File: config.mk
export PLATFORM = sky130hd
export DESIGN_NAME = rfsh_sched
export DESIGN_NICKNAME = d
export VERILOG_FILES = /design/src/rtl/rfsh_pkg.sv /design/src/rtl/rfsh_timer.sv /design/src/rtl/rfsh_pending.sv /design/src/rtl/rfsh_seq.sv /design/src/rtl/rfsh_sched.sv
export SDC_FILE = /design/constraint.sdc
export NUM_CORES = 1
export LEC_CHECK = 0
export ABC_AREA = 1
export BUFFER_PORTS_ARGS = -buffer_cell sky130_fd_sc_hd__buf_4
export CORE_ASPECT_RATIO = 1.2
export CORE_MARGIN = 1.5
export CORE_UTILIZATION = 45
export CTS_CLUSTER_DIAMETER = 200
export CTS_CLUSTER_SIZE = 30
export DETAILED_ROUTE_END_ITERATION = 8
export PLACE_DENSITY = 0.62
export SLEW_MARGIN = 20
export SYNTH_ARGS = -nofsm -noshare
export SYNTH_HDL_FRONTEND = slang
export SYNTH_SLANG_ARGS = --single-unit
export TNS_END_PERCENT = 5
File: constraint.sdc
create_clock -name clk_i -period 1.29 [get_ports clk_i]
set_clock_uncertainty 0.05 [all_clocks]
set_input_delay 0.0645 -clock clk_i [delete_from_list [all_inputs] [get_ports clk_i]]
set_output_delay 0.0645 -clock clk_i [all_outputs]
set_load 0.1 [all_outputs]
File: src/rtl/rfsh_pkg.sv
package rfsh_pkg;
  typedef enum logic [2:0] {
    ST_IDLE,
    ST_CAS,
    ST_ADR,
    ST_RAS,
    ST_PRE
  } seq_st_t;
endpackage

File: src/rtl/rfsh_timer.sv
module rfsh_timer #(
  parameter int INTERVAL = 14
) (
  input  logic clk_i,
  input  logic rst_ni,
  output logic tick_o
);
  localparam int TW = (INTERVAL > 2) ? $clog2(INTERVAL) : 1;

  logic [TW-1:0] cnt_q, cnt_d;

  always_comb begin
    tick_o = (cnt_q == TW'(INTERVAL - 1));
    cnt_d  = tick_o ? '0 : cnt_q + 1'b1;
  end

  always_ff @(posedge clk_i or negedge rst_ni) begin
    if (!rst_ni) cnt_q <= '0;
    else         cnt_q <= cnt_d;
  end

  assert_period_bound_R1: assert property (@(posedge clk_i) disable iff (!rst_ni)
    cnt_q <= TW'(INTERVAL - 1));

  assert_tick_restart_R1: assert property (@(posedge clk_i) disable iff (!rst_ni)
    tick_o |=> (cnt_q == '0));
endmodule

File: src/rtl/rfsh_pending.sv
module rfsh_pending #(
  parameter int MAX_PEND = 4
) (
  input  logic clk_i,
  input  logic rst_ni,
  input  logic tick_i,
  input  logic take_i,
  output logic has_pend_o
);
  localparam int CW = $clog2(MAX_PEND + 1);

  logic [CW-1:0] pend_q, pend_d;
  logic          inc, dec;

  always_comb begin
    inc    = tick_i && (pend_q != CW'(MAX_PEND));
    dec    = take_i && (pend_q != '0);
    pend_d = pend_q;
    if (inc && !dec)      pend_d = pend_q + 1'b1;
    else if (dec && !inc) pend_d = pend_q - 1'b1;
    has_pend_o = (pend_q != '0);
  end

  always_ff @(posedge clk_i or negedge rst_ni) begin
    if (!rst_ni) pend_q <= '0;
    else         pend_q <= pend_d;
  end

  assert_no_overflow_R7: assert property (@(posedge clk_i) disable iff (!rst_ni)
    pend_q <= CW'(MAX_PEND));

  assert_take_when_held_R2: assert property (@(posedge clk_i) disable iff (!rst_ni)
    take_i |-> (pend_q != '0));
endmodule

File: src/rtl/rfsh_seq.sv
module rfsh_seq
  import rfsh_pkg::*;
#(
  parameter int ROWS    = 512,
  parameter int RAS_CYC = 2,
  parameter int PRE_CYC = 1
) (
  input  logic                    clk_i,
  input  logic                    rst_ni,
  input  logic                    start_i,
  input  logic                    mode_i,
  output logic                    idle_o,
  output logic                    ras_n_o,
  output logic                    cas_n_o,
  output logic [$clog2(ROWS)-1:0] addr_o,
  output logic                    addr_oe_o
);
  localparam int RW   = $clog2(ROWS);
  localparam int PMAX = (RAS_CYC > PRE_CYC) ? RAS_CYC : PRE_CYC;
  localparam int PW   = (PMAX > 1) ? $clog2(PMAX) : 1;

  seq_st_t       st_q, st_d;
  logic [PW-1:0] ph_q, ph_d;
  logic [RW-1:0] row_q, row_d;
  logic          mode_q, mode_d;

  always_comb begin
    st_d   = st_q;
    ph_d   = ph_q;
    row_d  = row_q;
    mode_d = mode_q;
    unique case (st_q)
      ST_IDLE: if (start_i) begin
        mode_d = mode_i;
        ph_d   = '0;
        st_d   = mode_i ? ST_ADR : ST_CAS;
      end
      ST_CAS, ST_ADR: begin
        ph_d = '0;
        st_d = ST_RAS;
      end
      ST_RAS: if (ph_q == PW'(RAS_CYC - 1)) begin
        ph_d = '0;
        st_d = ST_PRE;
        if (mode_q) row_d = (row_q == RW'(ROWS - 1)) ? '0 : row_q + 1'b1;
      end else begin
        ph_d = ph_q + 1'b1;
      end
      ST_PRE: if (ph_q == PW'(PRE_CYC - 1)) begin
        ph_d = '0;
        st_d = ST_IDLE;
      end else begin
        ph_d = ph_q + 1'b1;
      end
      default: st_d = ST_IDLE;
    endcase
  end

  always_ff @(posedge clk_i or negedge rst_ni) begin
    if (!rst_ni) begin
      st_q   <= ST_IDLE;
      ph_q   <= '0;
      row_q  <= '0;
      mode_q <= 1'b0;
    end else begin
      st_q   <= st_d;
      ph_q   <= ph_d;
      row_q  <= row_d;
      mode_q <= mode_d;
    end
  end

  always_comb begin
    idle_o    = (st_q == ST_IDLE);
    ras_n_o   = (st_q != ST_RAS);
    cas_n_o   = !((st_q == ST_CAS) || ((st_q == ST_RAS) && !mode_q));
    addr_oe_o = mode_q && ((st_q == ST_ADR) || (st_q == ST_RAS));
    addr_o    = row_q;
  end

  assert_cas_leads_R3: assert property (@(posedge clk_i) disable iff (!rst_ni)
    ($fell(ras_n_o) && !mode_q) |-> $past(!cas_n_o));

  assert_addr_stable_R4: assert property (@(posedge clk_i) disable iff (!rst_ni)
    (!ras_n_o && mode_q) |-> ($stable(addr_o) && cas_n_o));

  assert_row_wrap_R5: assert property (@(posedge clk_i) disable iff (!rst_ni)
    !$stable(row_q) |-> ((row_q == $past(row_q) + 1'b1) ||
                         (row_q == '0 && $past(row_q) == RW'(ROWS - 1))));

  assert_mode_held_R9: assert property (@(posedge clk_i) disable iff (!rst_ni)
    (!idle_o && $past(!idle_o)) |-> $stable(mode_q));
endmodule

File: src/rtl/rfsh_sched.sv
module rfsh_sched #(
  parameter int CLK_KHZ   = 250000,
  parameter int WINDOW_US = 8000,
  parameter int ROWS      = 512,
  parameter int MARGIN    = 16,
  parameter int MAX_PEND  = 4,
  parameter int RAS_CYC   = 2,
  parameter int PRE_CYC   = 1
) (
  input  logic                    clk_i,
  input  logic                    rst_ni,
  input  logic                    row_mode_i,
  input  logic                    gnt_i,
  output logic                    req_o,
  output logic                    ras_n_o,
  output logic                    cas_n_o,
  output logic [$clog2(ROWS)-1:0] addr_o,
  output logic                    addr_oe_o,
  output logic                    dq_oe_o
);
  localparam longint RAW      = (longint'(WINDOW_US) * longint'(CLK_KHZ)) / 64'sd1000 / longint'(ROWS);
  localparam int     INTERVAL = int'(RAW) - MARGIN;

  logic [1:0] rst_sync_q;
  logic       rst_n_int;
  logic       tick, has_pend, idle, start;

  always_ff @(posedge clk_i or negedge rst_ni) begin
    if (!rst_ni) rst_sync_q <= 2'b00;
    else         rst_sync_q <= {rst_sync_q[0], 1'b1};
  end
  assign rst_n_int = rst_sync_q[1];

  rfsh_timer #(.INTERVAL(INTERVAL)) u_timer (
    .clk_i  (clk_i),
    .rst_ni (rst_n_int),
    .tick_o (tick)
  );

  rfsh_pending #(.MAX_PEND(MAX_PEND)) u_pending (
    .clk_i      (clk_i),
    .rst_ni     (rst_n_int),
    .tick_i     (tick),
    .take_i     (start),
    .has_pend_o (has_pend)
  );

  always_comb begin
    req_o   = has_pend && idle;
    start   = req_o && gnt_i;
    dq_oe_o = 1'b0;
  end

  rfsh_seq #(.ROWS(ROWS), .RAS_CYC(RAS_CYC), .PRE_CYC(PRE_CYC)) u_seq (
    .clk_i     (clk_i),
    .rst_ni    (rst_n_int),
    .start_i   (start),
    .mode_i    (row_mode_i),
    .idle_o    (idle),
    .ras_n_o   (ras_n_o),
    .cas_n_o   (cas_n_o),
    .addr_o    (addr_o),
    .addr_oe_o (addr_oe_o)
  );

  assert_req_quiet_R2: assert property (@(posedge clk_i) disable iff (!rst_n_int)
    req_o |-> (ras_n_o && cas_n_o && !addr_oe_o));

  assert_grant_start_R8: assert property (@(posedge clk_i) disable iff (!rst_n_int)
    ($fell(cas_n_o) || $rose(addr_oe_o)) |-> $past(req_o && gnt_i));
endmodule

==> impl_results.html, run 1 <==
<table>
<tr><th>Metric</th><th>Value</th></tr>
<tr><th colspan="2">Status</th></tr>
<tr><td>Status</td><td>complete, but fails checks</td></tr>
<tr><td>Failing checks</td><td>setup timing</td></tr>
<tr><th colspan="2">Finish</th></tr>
<tr><td>Area grow syn2layout</td><td>44.13%</td></tr>
<tr><td>Sequential cell area</td><td>between 700 and 800 µm²</td></tr>
<tr><td>Layout cells sized above 1</td><td>34.97%</td></tr>
<tr><td>Number of nets in the finished design</td><td>approximately 300</td></tr>
<tr><td>Cell area after layout</td><td>2460 µm²</td></tr>
<tr><td>Final core utilization</td><td>67.70%</td></tr>
<tr><td>ANT cells</td><td>0</td></tr>
<tr><td>Total of fill cells in the finished design</td><td>316</td></tr>
<tr><td>Combined area of the multi-input logic cells</td><td>just under 900 µm²</td></tr>
<tr><th colspan="2">Yosys</th></tr>
<tr><td>FFs w/ async S/R, synth</td><td>100.0%</td></tr>
<tr><td>Top_reg_cell synth</td><td>sky130_fd_sc_hd__dfrtp_1</td></tr>
<tr><td>Simple-gate area share of the yosys netlist</td><td>between 30% and 40%</td></tr>
<tr><td>Synthesized cell area</td><td>approximately 1700 µm²</td></tr>
<tr><td>Yosys Warn Count</td><td>0</td></tr>
<tr><td>Synthesized-area fraction occupied by adder cells</td><td>under 10%</td></tr>
<tr><td>Fraction of synthesized cell area in xor and xnor cells</td><td>between 4 and 5%</td></tr>
<tr><td>Nets in the synthesized netlist</td><td>roughly 230</td></tr>
<tr><td>Mapped Avg Cell Area</td><td>roughly 7.8 µm²</td></tr>
<tr><td>Synth top area share</td><td>between 40 and 50%</td></tr>
<tr><td>Dominant cell by count in the synthesized netlist</td><td>sky130_fd_sc_hd__nand2_1</td></tr>
<tr><td>Top post-synthesis cells by area</td><td>sky130_fd_sc_hd__dfrtp_1 45%, sky130_fd_sc_hd__nand2_1 12%, sky130_fd_sc_hd__inv_1 6.8%, sky130_fd_sc_hd__nor2_1 6.2%, sky130_fd_sc_hd__nand3_1 5.6%</td></tr>
<tr><td>Compound-gate portion of the synthesized area</td><td>5.938%</td></tr>
<tr><td>Cells after Synth</td><td>around 220</td></tr>
<tr><td>Seq/Total Area, Yosys</td><td>between 40% and 50%</td></tr>
<tr><td>EDFF count, synth</td><td>0</td></tr>
<tr><td>Largest family of logic cells by synthesized area</td><td>simple AND/OR/NAND/NOR gates</td></tr>
<tr><td>Multiplexer share of the synthesized area</td><td>0.6598%</td></tr>
<tr><td>Most used standard cells in the synthesized netlist</td><td>56 x sky130_fd_sc_hd__nand2_1, 31 x sky130_fd_sc_hd__dfrtp_1, 31 x sky130_fd_sc_hd__inv_1</td></tr>
<tr><td>Number of flip-flops and latches in the synthesized netlist</td><td>31</td></tr>
<tr><td>Biggest area consumer among synthesized cells</td><td>sky130_fd_sc_hd__dfrtp_1</td></tr>
<tr><td>Count of distinct cell types in the synthesized netlist</td><td>27</td></tr>
<tr><th colspan="2">Detailed routing</th></tr>
<tr><td>Total via count after detailed routing</td><td>roughly 1600</td></tr>
<tr><td>Final routed wirelength across all metal layers</td><td>about 3800 µm</td></tr>
<tr><td>Number of optimization iterations in the first detailed-route pass</td><td>4</td></tr>
<tr><td>Per-cell via count in the routed design</td><td>~4.7</td></tr>
<tr><td>Drt first-iter violations</td><td>43</td></tr>
<tr><td>Antenna violation net count after detailed routing</td><td>0</td></tr>
<tr><td>Final routed DRC violation total</td><td>0</td></tr>
<tr><td>WL per Instance</td><td>between 10 and 15 µm</td></tr>
<tr><th colspan="2">Floorplan</th></tr>
<tr><td>Die Y</td><td>just over 70 µm</td></tr>
<tr><td>Die Area</td><td>~4200 µm²</td></tr>
<tr><td>Std-Cell Rows</td><td>24</td></tr>
<tr><td>Top Ports</td><td>18</td></tr>
<tr><td>Core Area</td><td>around 3600 µm²</td></tr>
<tr><td>Die extent in x</td><td>between 50 and 60 µm</td></tr>
<tr><td>Initial standard-cell utilization of the core</td><td>46.97%</td></tr>
<tr><th colspan="2">Placement</th></tr>
<tr><td>DP Worst Slack</td><td>-1.021 ns</td></tr>
<tr><td>Gp weighted congestion</td><td>~0.8</td></tr>
<tr><td>PortBufs</td><td>16</td></tr>
<tr><td>Area post-placement</td><td>2218 µm²</td></tr>
<tr><td>Detail Placement HPWL</td><td>2720 µm</td></tr>
<tr><th colspan="2">Worst hold path</th></tr>
<tr><td>Worst Hold Launch</td><td>row_mode_i</td></tr>
<tr><td>Hold crit path type</td><td>input port to flip-flop</td></tr>
<tr><td>Worst Hold End</td><td>u_seq.mode_q</td></tr>
<tr><td>Number of instances on the worst hold path</td><td>3</td></tr>
<tr><th colspan="2">Critical path</th></tr>
<tr><td>Arr. time, crit path</td><td>2.20 ns</td></tr>
<tr><td>Delay contributed by the slowest stage of the critical path</td><td>0.37 ns</td></tr>
<tr><td>Reg-to-reg setup timing slack</td><td>-0.80 ns</td></tr>
<tr><td>Category of the critical setup timing path</td><td>flip-flop to flip-flop</td></tr>
<tr><td>Dominant delay contributor by cell family on the critical path</td><td>adder cells</td></tr>
<tr><td>Startpoint of the most critical register-to-register path</td><td>u_timer.cnt_q[1]</td></tr>
<tr><td>Worst-case reg-to-reg path depth</td><td>12</td></tr>
<tr><td>Slowest cell on the critical path</td><td>sky130_fd_sc_hd__dfrtp_1</td></tr>
<tr><td>Chain of cells forming the critical path</td><td>inv_1 &gt; ha_1 &gt; inv_1 &gt; nor3_2 &gt; nand3_2 &gt; a21oi_2 &gt; ha_2 &gt; inv_2 &gt; fa_2 &gt; a21oi_2 &gt; o21ai_1 &gt; xor2_1</td></tr>
<tr><td>CP endpoint kind</td><td>flip-flop</td></tr>
<tr><td>Endpoint required time on the critical path</td><td>1.39 ns</td></tr>
<tr><td>Endpoint of the lowest-slack register-to-register path</td><td>u_pending.pend_q[2]</td></tr>
<tr><td>Largest fanout of any net on the critical path</td><td>2</td></tr>
<tr><td>Crit path launch type</td><td>flip-flop</td></tr>
<tr><td>Number of buffers and inverters on the critical path</td><td>3</td></tr>
<tr><th colspan="2">STA</th></tr>
<tr><td>Setup-violating endpoint count in the final report</td><td>20</td></tr>
<tr><td>Final Slew Violations</td><td>0</td></tr>
<tr><td>Portion of the clock cycle consumed by the worst path in the final layout</td><td>162.1%</td></tr>
<tr><td>Clock period minus final worst setup slack</td><td>2.091 ns</td></tr>
<tr><td>Setup slack of the critical path after layout</td><td>-0.8008 ns</td></tr>
<tr><td>RSZ-0062 raised after global routing</td><td>true</td></tr>
<tr><td>Number of failing hold endpoints at the final stage</td><td>0</td></tr>
<tr><td>Achievable frequency</td><td>between 0.4 and 0.5 GHz</td></tr>
<tr><th colspan="2">Global route</th></tr>
<tr><td>Largest net degree at the start of global routing</td><td>30</td></tr>
<tr><td>Wire length of the first global-routing pass</td><td>around 6600 µm</td></tr>
<tr><td>Vias in the first global route</td><td>1600</td></tr>
<tr><td>Met2 track demand over resource</td><td>between 30 and 40%</td></tr>
<tr><td>Remaining global-route overflow</td><td>0</td></tr>
<tr><td>Total Routing Usage GR</td><td>about a fifth</td></tr>
<tr><td>Global-route track usage on met1</td><td>a little under a quarter</td></tr>
<tr><td>Met3 track demand over resource</td><td>under 10%</td></tr>
<tr><td>Number of antenna violations at the first check in global routing</td><td>0</td></tr>
<tr><td>GR peak layer</td><td>met2</td></tr>
<tr><th colspan="2">Run</th></tr>
<tr><td>Max Cap Viol</td><td>0</td></tr>
<tr><th colspan="2">CTS</th></tr>
<tr><td>CTS Root Buffer Type</td><td>sky130_fd_sc_hd__clkbuf_8</td></tr>
<tr><td>CTS tree</td><td>done</td></tr>
<tr><td>Clock transition at the registers of the reported paths</td><td>~0.070 ns</td></tr>
<tr><td>CTS Buffer Depth</td><td>2</td></tr>
<tr><td>Total CTS buffers</td><td>5</td></tr>
<tr><td>Number of H-tree levels</td><td>2</td></tr>
<tr><td>Worst skew pair latency</td><td>~0.28 ns</td></tr>
<tr><td>Count of clock tree sinks</td><td>31</td></tr>
<tr><th colspan="2">Power</th></tr>
<tr><td>Total leakage power</td><td>0.001266 µW</td></tr>
<tr><td>Maximum ir drop on the vdd rail</td><td>around 1.7 mV</td></tr>
<tr><td>Power Dens Cells</td><td>between 1500 and 2000 nW/µm²</td></tr>
</table>
worst register-to-register path, stage by stage (launching register included):
cell and delay (ns):
sky130_fd_sc_hd__dfrtp_1 0.37, sky130_fd_sc_hd__inv_1 0.06, sky130_fd_sc_hd__ha_1 0.13, sky130_fd_sc_hd__inv_1 0.05
sky130_fd_sc_hd__nor3_2 0.14, sky130_fd_sc_hd__nand3_2 0.12, sky130_fd_sc_hd__a21oi_2 0.13, sky130_fd_sc_hd__ha_2 0.18
sky130_fd_sc_hd__inv_2 0.04, sky130_fd_sc_hd__fa_2 0.34, sky130_fd_sc_hd__a21oi_2 0.12, sky130_fd_sc_hd__o21ai_1 0.09
sky130_fd_sc_hd__xor2_1 0.15
cells by family after synthesis:
family,Yosys count
other,2
flip-flops,31
AO/OA/AOI/OAI,18
AND/OR/NAND/NOR,120
multiplexers,1
buffers and inverters,33
adder cells (fa/ha/maj),6
XOR/XNOR,8
flip-flops by register name, indices dropped and copies added, names as in the netlist:
name,cells
u_seq.addr_o,9
u_seq.mode_q,1
rst_sync_q,2
u_pending.pend_q,3
u_seq.st_q,3
u_seq.ph_q,1
u_timer.cnt_q,12
stage by stage:
step                TNS [ns]  total power, µW  std cells  hold WS, ns
finish                -2.546             4772        338      0.01297
global route          -4.719             5022        338      0.02337
CTS                   -2.933             4699        338     0.007843
detailed placement    -4.076             3639        329      -0.2021
global placement      -3.369             3608        329      -0.2026
floorplan             -12.46             2892        219      -0.2811
repair_timing:
item	in CTS	in global routing
setup endpoints to repair	27	31
setup buffers	0	0
gates resized for setup	21	18
hold buffers	1	0
pin swaps	7	5
hold endpoints to repair	2	0
metal layers:
metal	vias to the layer above	part of all wire [%]	routed length (µm)
met4	0	1.1	40
met1	735	41	1553
li1	815	-	-
met5	-	0	0
met2	25	55	2098
met3	6	2.7	103
worst max path at each step:
| stage | endpoint | startpoint | cells past startpoint |
|---|---|---|---|
| 2_1_floorplan | u_pending.pend_q[1] | u_seq.st_q[0] | 8 |
| 3_3_place_gp | u_pending.pend_q[2] | u_timer.cnt_q[1] | 12 |
| 3_5_place_dp | u_pending.pend_q[2] | u_timer.cnt_q[1] | 12 |
| 4_1_cts | u_pending.pend_q[2] | u_timer.cnt_q[1] | 12 |
| 5_1_grt | u_pending.pend_q[2] | u_timer.cnt_q[1] | 12 |
| 6_report | u_pending.pend_q[2] | u_timer.cnt_q[1] | 12 |
layout by cell type (no fill, tap or decap), types with 4 or more instances in the layout:
| master | count |
|---|---|
| sky130_fd_sc_hd__buf_6 | 4 |
| sky130_fd_sc_hd__nor3_1 | 5 |
| sky130_fd_sc_hd__clkbuf_8 | 7 |
| sky130_fd_sc_hd__buf_4 | 53 |
| sky130_fd_sc_hd__nor2_2 | 5 |
| sky130_fd_sc_hd__nor2_4 | 5 |
| sky130_fd_sc_hd__dfrtp_1 | 31 |
| sky130_fd_sc_hd__nor2_1 | 23 |
| sky130_fd_sc_hd__a21oi_1 | 5 |
| sky130_fd_sc_hd__xor2_1 | 7 |
| sky130_fd_sc_hd__nand2_1 | 51 |
| sky130_fd_sc_hd__nand3_1 | 17 |
| sky130_fd_sc_hd__inv_1 | 27 |
| sky130_fd_sc_hd__inv_2 | 4 |
| sky130_fd_sc_hd__nand2_2 | 6 |
layout make-up:
type	instances	share of cell area, %
clock buffer	8	4.069
inverter	31	4.730
multi-input combinational	155	36.16
sequential	31	31.54
tap	52	2.645
timing repair buffer	61	20.85
power breakdown:
group          total [µW]  internal [µW]  switching (µW)
registers            1290           1150             132
logic                2650            950            1700
clock network         836            487             350
(Power assumes the default switching activity.)
==> run 2: changes to the inputs <==
--- a/config.mk
+++ b/config.mk
@@ -11,11 +11,12 @@
 export CORE_MARGIN = 1.5
 export CORE_UTILIZATION = 45
 export CTS_CLUSTER_DIAMETER = 200
-export CTS_CLUSTER_SIZE = 30
+export CTS_CLUSTER_SIZE = 28
 export DETAILED_ROUTE_END_ITERATION = 8
-export PLACE_DENSITY = 0.62
+export PLACE_DENSITY = 0.61
 export SLEW_MARGIN = 20
 export SYNTH_ARGS = -nofsm -noshare
 export SYNTH_HDL_FRONTEND = slang
+export SYNTH_HIERARCHICAL = 1
 export SYNTH_SLANG_ARGS = --single-unit
-export TNS_END_PERCENT = 5
+export TNS_END_PERCENT = 20
==> run 2 against run 1 <==
Register-to-register slack got worse by 0.09 ns. First-iteration DRC count up 42%. Wire length up 6.0%. Clock power shrank 13%. Final cell count grew 8.9%. Sequential power grew 4%. Combinational power rose by 18%. The run still ends with setup timing left. Highest routed layer unchanged. Core utilization grew 1.9 points. Synthesized cell count is 8.2% higher. Hold slack lost 0.0089 ns.
==> impl_results.html, run 2 <==
<table>
<tr><th>Metric</th><th>Value</th></tr>
<tr><th colspan="2">Status</th></tr>
<tr><td>Status</td><td>complete, but fails checks</td></tr>
<tr><td>Failing checks</td><td>setup timing</td></tr>
<tr><th colspan="2">Placement</th></tr>
<tr><td>Dpl cells</td><td>350 (+6.4%)</td></tr>
<tr><td>Gp weighted congestion</td><td>0.8156 (-0.97%)</td></tr>
<tr><td>Detail Placement HPWL</td><td>2867 µm (+5.4%)</td></tr>
<tr><td>PortBufs</td><td>16 (unchanged)</td></tr>
<tr><th colspan="2">Detailed routing</th></tr>
<tr><td>Per-cell via count in the routed design</td><td>4.565 (-2.4%)</td></tr>
<tr><td>Number of optimization iterations in the first detailed-route pass</td><td>4 (unchanged)</td></tr>
<tr><td>Final routed DRC violation total</td><td>0 (unchanged)</td></tr>
<tr><td>Total via count after detailed routing</td><td>1680 (+6.3%)</td></tr>
<tr><td>Drt first-iter violations</td><td>61 (+42%)</td></tr>
<tr><td>Final routed wirelength across all metal layers</td><td>4022 µm (+6.0%)</td></tr>
<tr><td>Antenna violation net count after detailed routing</td><td>0 (unchanged)</td></tr>
<tr><td>WL per Instance</td><td>10.93 µm (-2.7%)</td></tr>
<tr><th colspan="2">Critical path</th></tr>
<tr><td>Delay contributed by the slowest stage of the critical path</td><td>0.38 ns (about the same)</td></tr>
<tr><td>Worst-case reg-to-reg path depth</td><td>15 (+3)</td></tr>
<tr><td>Chain of cells forming the critical path</td><td>inv_1 &gt; ha_2 &gt; nand3_2 &gt; nor2_2 &gt; nand2_1 &gt; inv_2 &gt; inv_2 &gt; a31oi_1 &gt; ha_2 &gt; inv_2 &gt; fa_2 &gt; nand2_2 &gt; nand3_2 &gt; nand2_1 &gt; nand2_1</td></tr>
<tr><td>CP endpoint kind</td><td>flip-flop</td></tr>
<tr><td>Endpoint required time on the critical path</td><td>1.42 ns (+0.03 ns)</td></tr>
<tr><td>Arr. time, crit path</td><td>2.31 ns (+0.11 ns)</td></tr>
<tr><td>Startpoint of the most critical register-to-register path</td><td>u_timer/cnt_q[1]</td></tr>
<tr><td>Endpoint of the lowest-slack register-to-register path</td><td>u_pending/pend_q[2]</td></tr>
<tr><td>Reg-to-reg setup timing slack</td><td>-0.89 ns (-0.09 ns)</td></tr>
<tr><td>Category of the critical setup timing path</td><td>flip-flop to flip-flop</td></tr>
<tr><td>Crit path launch type</td><td>flip-flop</td></tr>
<tr><td>Largest fanout of any net on the critical path</td><td>2 (unchanged)</td></tr>
<tr><td>Slowest cell on the critical path</td><td>sky130_fd_sc_hd__dfrtp_1</td></tr>
<tr><th colspan="2">Yosys</th></tr>
<tr><td>Count of distinct cell types in the synthesized netlist</td><td>29 (+7.4%)</td></tr>
<tr><td>EDFF count, synth</td><td>0 (unchanged)</td></tr>
<tr><td>Mapped Avg Cell Area</td><td>7.655 µm² (-1.8%)</td></tr>
<tr><td>Cells after Synth</td><td>237 (+8.2%)</td></tr>
<tr><td>Seq/Total Area, Yosys</td><td>42.76% (-2.7 points)</td></tr>
<tr><td>Top_reg_cell synth</td><td>sky130_fd_sc_hd__dfrtp_1</td></tr>
<tr><td>Synthesized cell area</td><td>1814 µm² (+6.3%)</td></tr>
<tr><td>Most used standard cells in the synthesized netlist</td><td>63 x sky130_fd_sc_hd__nand2_1, 39 x sky130_fd_sc_hd__inv_1, 31 x sky130_fd_sc_hd__dfrtp_1</td></tr>
<tr><td>Dominant cell by count in the synthesized netlist</td><td>sky130_fd_sc_hd__nand2_1</td></tr>
<tr><td>Yosys Warn Count</td><td>6 (+6)</td></tr>
<tr><td>Top post-synthesis cells by area</td><td>sky130_fd_sc_hd__dfrtp_1 43%, sky130_fd_sc_hd__nand2_1 13%, sky130_fd_sc_hd__inv_1 8.1%, sky130_fd_sc_hd__nand3_1 5.2%, sky130_fd_sc_hd__nor2_1 4.6%</td></tr>
<tr><td>FFs w/ async S/R, synth</td><td>100.0% (unchanged)</td></tr>
<tr><td>Nets in the synthesized netlist</td><td>248 (+8.3%)</td></tr>
<tr><td>Biggest area consumer among synthesized cells</td><td>sky130_fd_sc_hd__dfrtp_1</td></tr>
<tr><td>Synth top area share</td><td>42.76% (-2.7 points)</td></tr>
<tr><td>Number of flip-flops and latches in the synthesized netlist</td><td>31 (unchanged)</td></tr>
<tr><th colspan="2">CTS</th></tr>
<tr><td>Total CTS buffers</td><td>5 (unchanged)</td></tr>
<tr><td>CTS Buffer Depth</td><td>2 (unchanged)</td></tr>
<tr><td>Worst skew pair latency</td><td>0.28 ns (about the same)</td></tr>
<tr><td>CTS tree</td><td>done</td></tr>
<tr><td>Count of clock tree sinks</td><td>31 (unchanged)</td></tr>
<tr><td>Number of H-tree levels</td><td>2 (unchanged)</td></tr>
<tr><td>CTS Root Buffer Type</td><td>sky130_fd_sc_hd__clkbuf_8</td></tr>
<tr><td>Clock transition at the registers of the reported paths</td><td>0.07 ns (about the same)</td></tr>
<tr><th colspan="2">Floorplan</th></tr>
<tr><td>Die Y</td><td>72.56 µm (+3.0%)</td></tr>
<tr><td>Die Area</td><td>4423 µm² (+6.0%)</td></tr>
<tr><td>Core Area</td><td>3910 µm² (+7.6%)</td></tr>
<tr><td>Die extent in x</td><td>60.96 µm (+2.9%)</td></tr>
<tr><td>Std-Cell Rows</td><td>25 (+4.2%)</td></tr>
<tr><td>Initial standard-cell utilization of the core</td><td>46.40% (-0.57 points)</td></tr>
<tr><td>Top Ports</td><td>18 (unchanged)</td></tr>
<tr><th colspan="2">Finish</th></tr>
<tr><td>Most common cell after layout, fill and taps aside</td><td>sky130_fd_sc_hd__buf_4</td></tr>
<tr><td>Max FFs per register</td><td>12 (unchanged)</td></tr>
<tr><td>Layout cells sized above 1</td><td>44.59% (+9.6 points)</td></tr>
<tr><td>Final standard cell count with taps included and fillers excluded</td><td>368 (+8.9%)</td></tr>
<tr><td>Area grow syn2layout</td><td>49.93%</td></tr>
<tr><td>ANT cells</td><td>0 (unchanged)</td></tr>
<tr><td>Biggest register</td><td>u_timer/cnt_q</td></tr>
<tr><td>Final core utilization</td><td>69.57% (+1.9 points)</td></tr>
<tr><td>Number of nets in the finished design</td><td>324 (+9.8%)</td></tr>
<tr><td>Commonest cells after routing, fill and taps aside</td><td>59 x sky130_fd_sc_hd__buf_4, 53 x sky130_fd_sc_hd__nand2_1, 31 x sky130_fd_sc_hd__inv_1</td></tr>
<tr><th colspan="2">Global route</th></tr>
<tr><td>Remaining global-route overflow</td><td>0 (unchanged)</td></tr>
<tr><td>Wire length of the first global-routing pass</td><td>6796 µm (+3.6%)</td></tr>
<tr><td>Largest net degree at the start of global routing</td><td>19 (-37%)</td></tr>
<tr><td>Vias in the first global route</td><td>1654 (+3.4%)</td></tr>
<tr><td>Number of antenna violations at the first check in global routing</td><td>0 (unchanged)</td></tr>
<tr><td>Total Routing Usage GR</td><td>20.30% (-0.034 points)</td></tr>
<tr><th colspan="2">Worst hold path</th></tr>
<tr><td>Worst Hold End</td><td>u_seq/mode_q</td></tr>
<tr><td>Number of instances on the worst hold path</td><td>3 (unchanged)</td></tr>
<tr><td>Worst Hold Launch</td><td>row_mode_i</td></tr>
<tr><td>Hold crit path type</td><td>input port to flip-flop</td></tr>
<tr><th colspan="2">STA</th></tr>
<tr><td>Number of failing hold endpoints at the final stage</td><td>0 (unchanged)</td></tr>
<tr><td>RSZ-0062 raised after global routing</td><td>true</td></tr>
<tr><td>Final Slew Violations</td><td>0 (unchanged)</td></tr>
<tr><td>Setup-violating endpoint count in the final report</td><td>26 (+30%)</td></tr>
<tr><td>Clock period minus final worst setup slack</td><td>2.185 ns (+0.09373 ns)</td></tr>
<tr><td>Portion of the clock cycle consumed by the worst path in the final layout</td><td>169.3% (+7.3 points)</td></tr>
<tr><td>Achievable frequency</td><td>0.4578 GHz (-4.3%)</td></tr>
<tr><td>Setup slack of the critical path after layout</td><td>-0.8945 ns (-0.09373 ns)</td></tr>
<tr><th colspan="2">Power</th></tr>
<tr><td>Maximum ir drop on the vdd rail</td><td>1.711 mV (+1.2%)</td></tr>
<tr><td>Power Dens Cells</td><td>1910 nW/µm² (-1.5%)</td></tr>
<tr><td>Total leakage power</td><td>0.001438 µW (+14%)</td></tr>
<tr><th colspan="2">Run</th></tr>
<tr><td>Max Cap Viol</td><td>0 (unchanged)</td></tr>
</table>
## run 2: worst max path at each step
| stage | from | to | cells past startpoint |
|---|---|---|---|
| 2_1_floorplan | u_timer/cnt_q[1] | u_pending/pend_q[2] | 15 |
| 3_3_place_gp | u_timer/cnt_q[1] | u_pending/pend_q[2] | 15 |
| 3_5_place_dp | u_timer/cnt_q[1] | u_pending/pend_q[2] | 15 |
| 4_1_cts | u_timer/cnt_q[1] | u_pending/pend_q[2] | 15 |
| 5_1_grt | u_timer/cnt_q[1] | u_pending/pend_q[2] | 15 |
| 6_report | u_timer/cnt_q[1] | u_pending/pend_q[2] | 15 |
## run 2: cell type report
type | count | area, µm²
Inverter | 43 | 171.4
Tap cell | 54 | 67.56
Clock inverter | 1 | 5.005
Clock buffer | 7 | 76.32
Sequential cell | 31 | 795.8
Timing Repair Buffer | 71 | 603.1
Fill cell | 323 | 1190
Multi-Input combinational cell | 161 | 1001
## run 2: cell families after synthesis
logic type | count (synthesis) | synth area share [%]
AND/OR/NAND/NOR | 132 | 34.83
AO/OA/AOI/OAI | 16 | 4.690
XOR/XNOR | 4 | 1.931
buffers and inverters | 45 | 10.14
flip-flops | 31 | 42.76
other | 2 | 0.4139
adder cells (fa/ha/maj) | 7 | 5.241
## run 2: per-stage QoR
stage                     setup TNS (ns)  total power (µW)  instance area (µm²)  hold slack (ns)  setup WS, ns
after floorplan                   -5.607              3113                 1886          -0.2811       -0.7295
after global placement            -2.718              3870                 2389          -0.2024       -0.7211
after detailed placement          -3.070              3903                 2389          -0.2013       -0.7906
after CTS                         -3.183              4926                 2589          0.01161       -0.8006
after global routing              -6.751              5511                 2720          0.01587        -1.066
final                             -4.019              5197                 2720         0.004032       -0.8945
## run 2: what timing repair did
item	in CTS	in global routing
buffers inserted	6	5
hold endpoints to repair	2	0
pin swaps	9	16
gates resized for setup	20	36
hold buffers	1	0
endpoints found under the setup margin	24	31
## run 2: routing by layer
layer	GRT usage, %	part of all wire, %	vias up	wire length (µm)
met2	34.77	53	14	2124
met4	6.522	1.6	0	65
li1	-	-	888	-
met1	24.71	43	772	1745
met5	0	0	-	0
met3	4.813	2.1	6	86
## run 2: report_power, final
part	switching (µW)	leakage, µW	total (µW)	internal (µW)
combinational	1930	0.00102	3130	1210
sequential	146	0.000381	1340	1190
clock	347	0.0000422	725	378
total	2420	0.00144	5200	2770
## run 2: critical path: cells and delay by family, from the launching register on
kind                     cells  cell delay (ns)
AO/OA/AOI/OAI                1             0.14
AND/OR/NAND/NOR              7             0.54
buffers and inverters        4             0.21
adder cells (fa/ha/maj)      3             0.78
flip-flops                   1             0.38
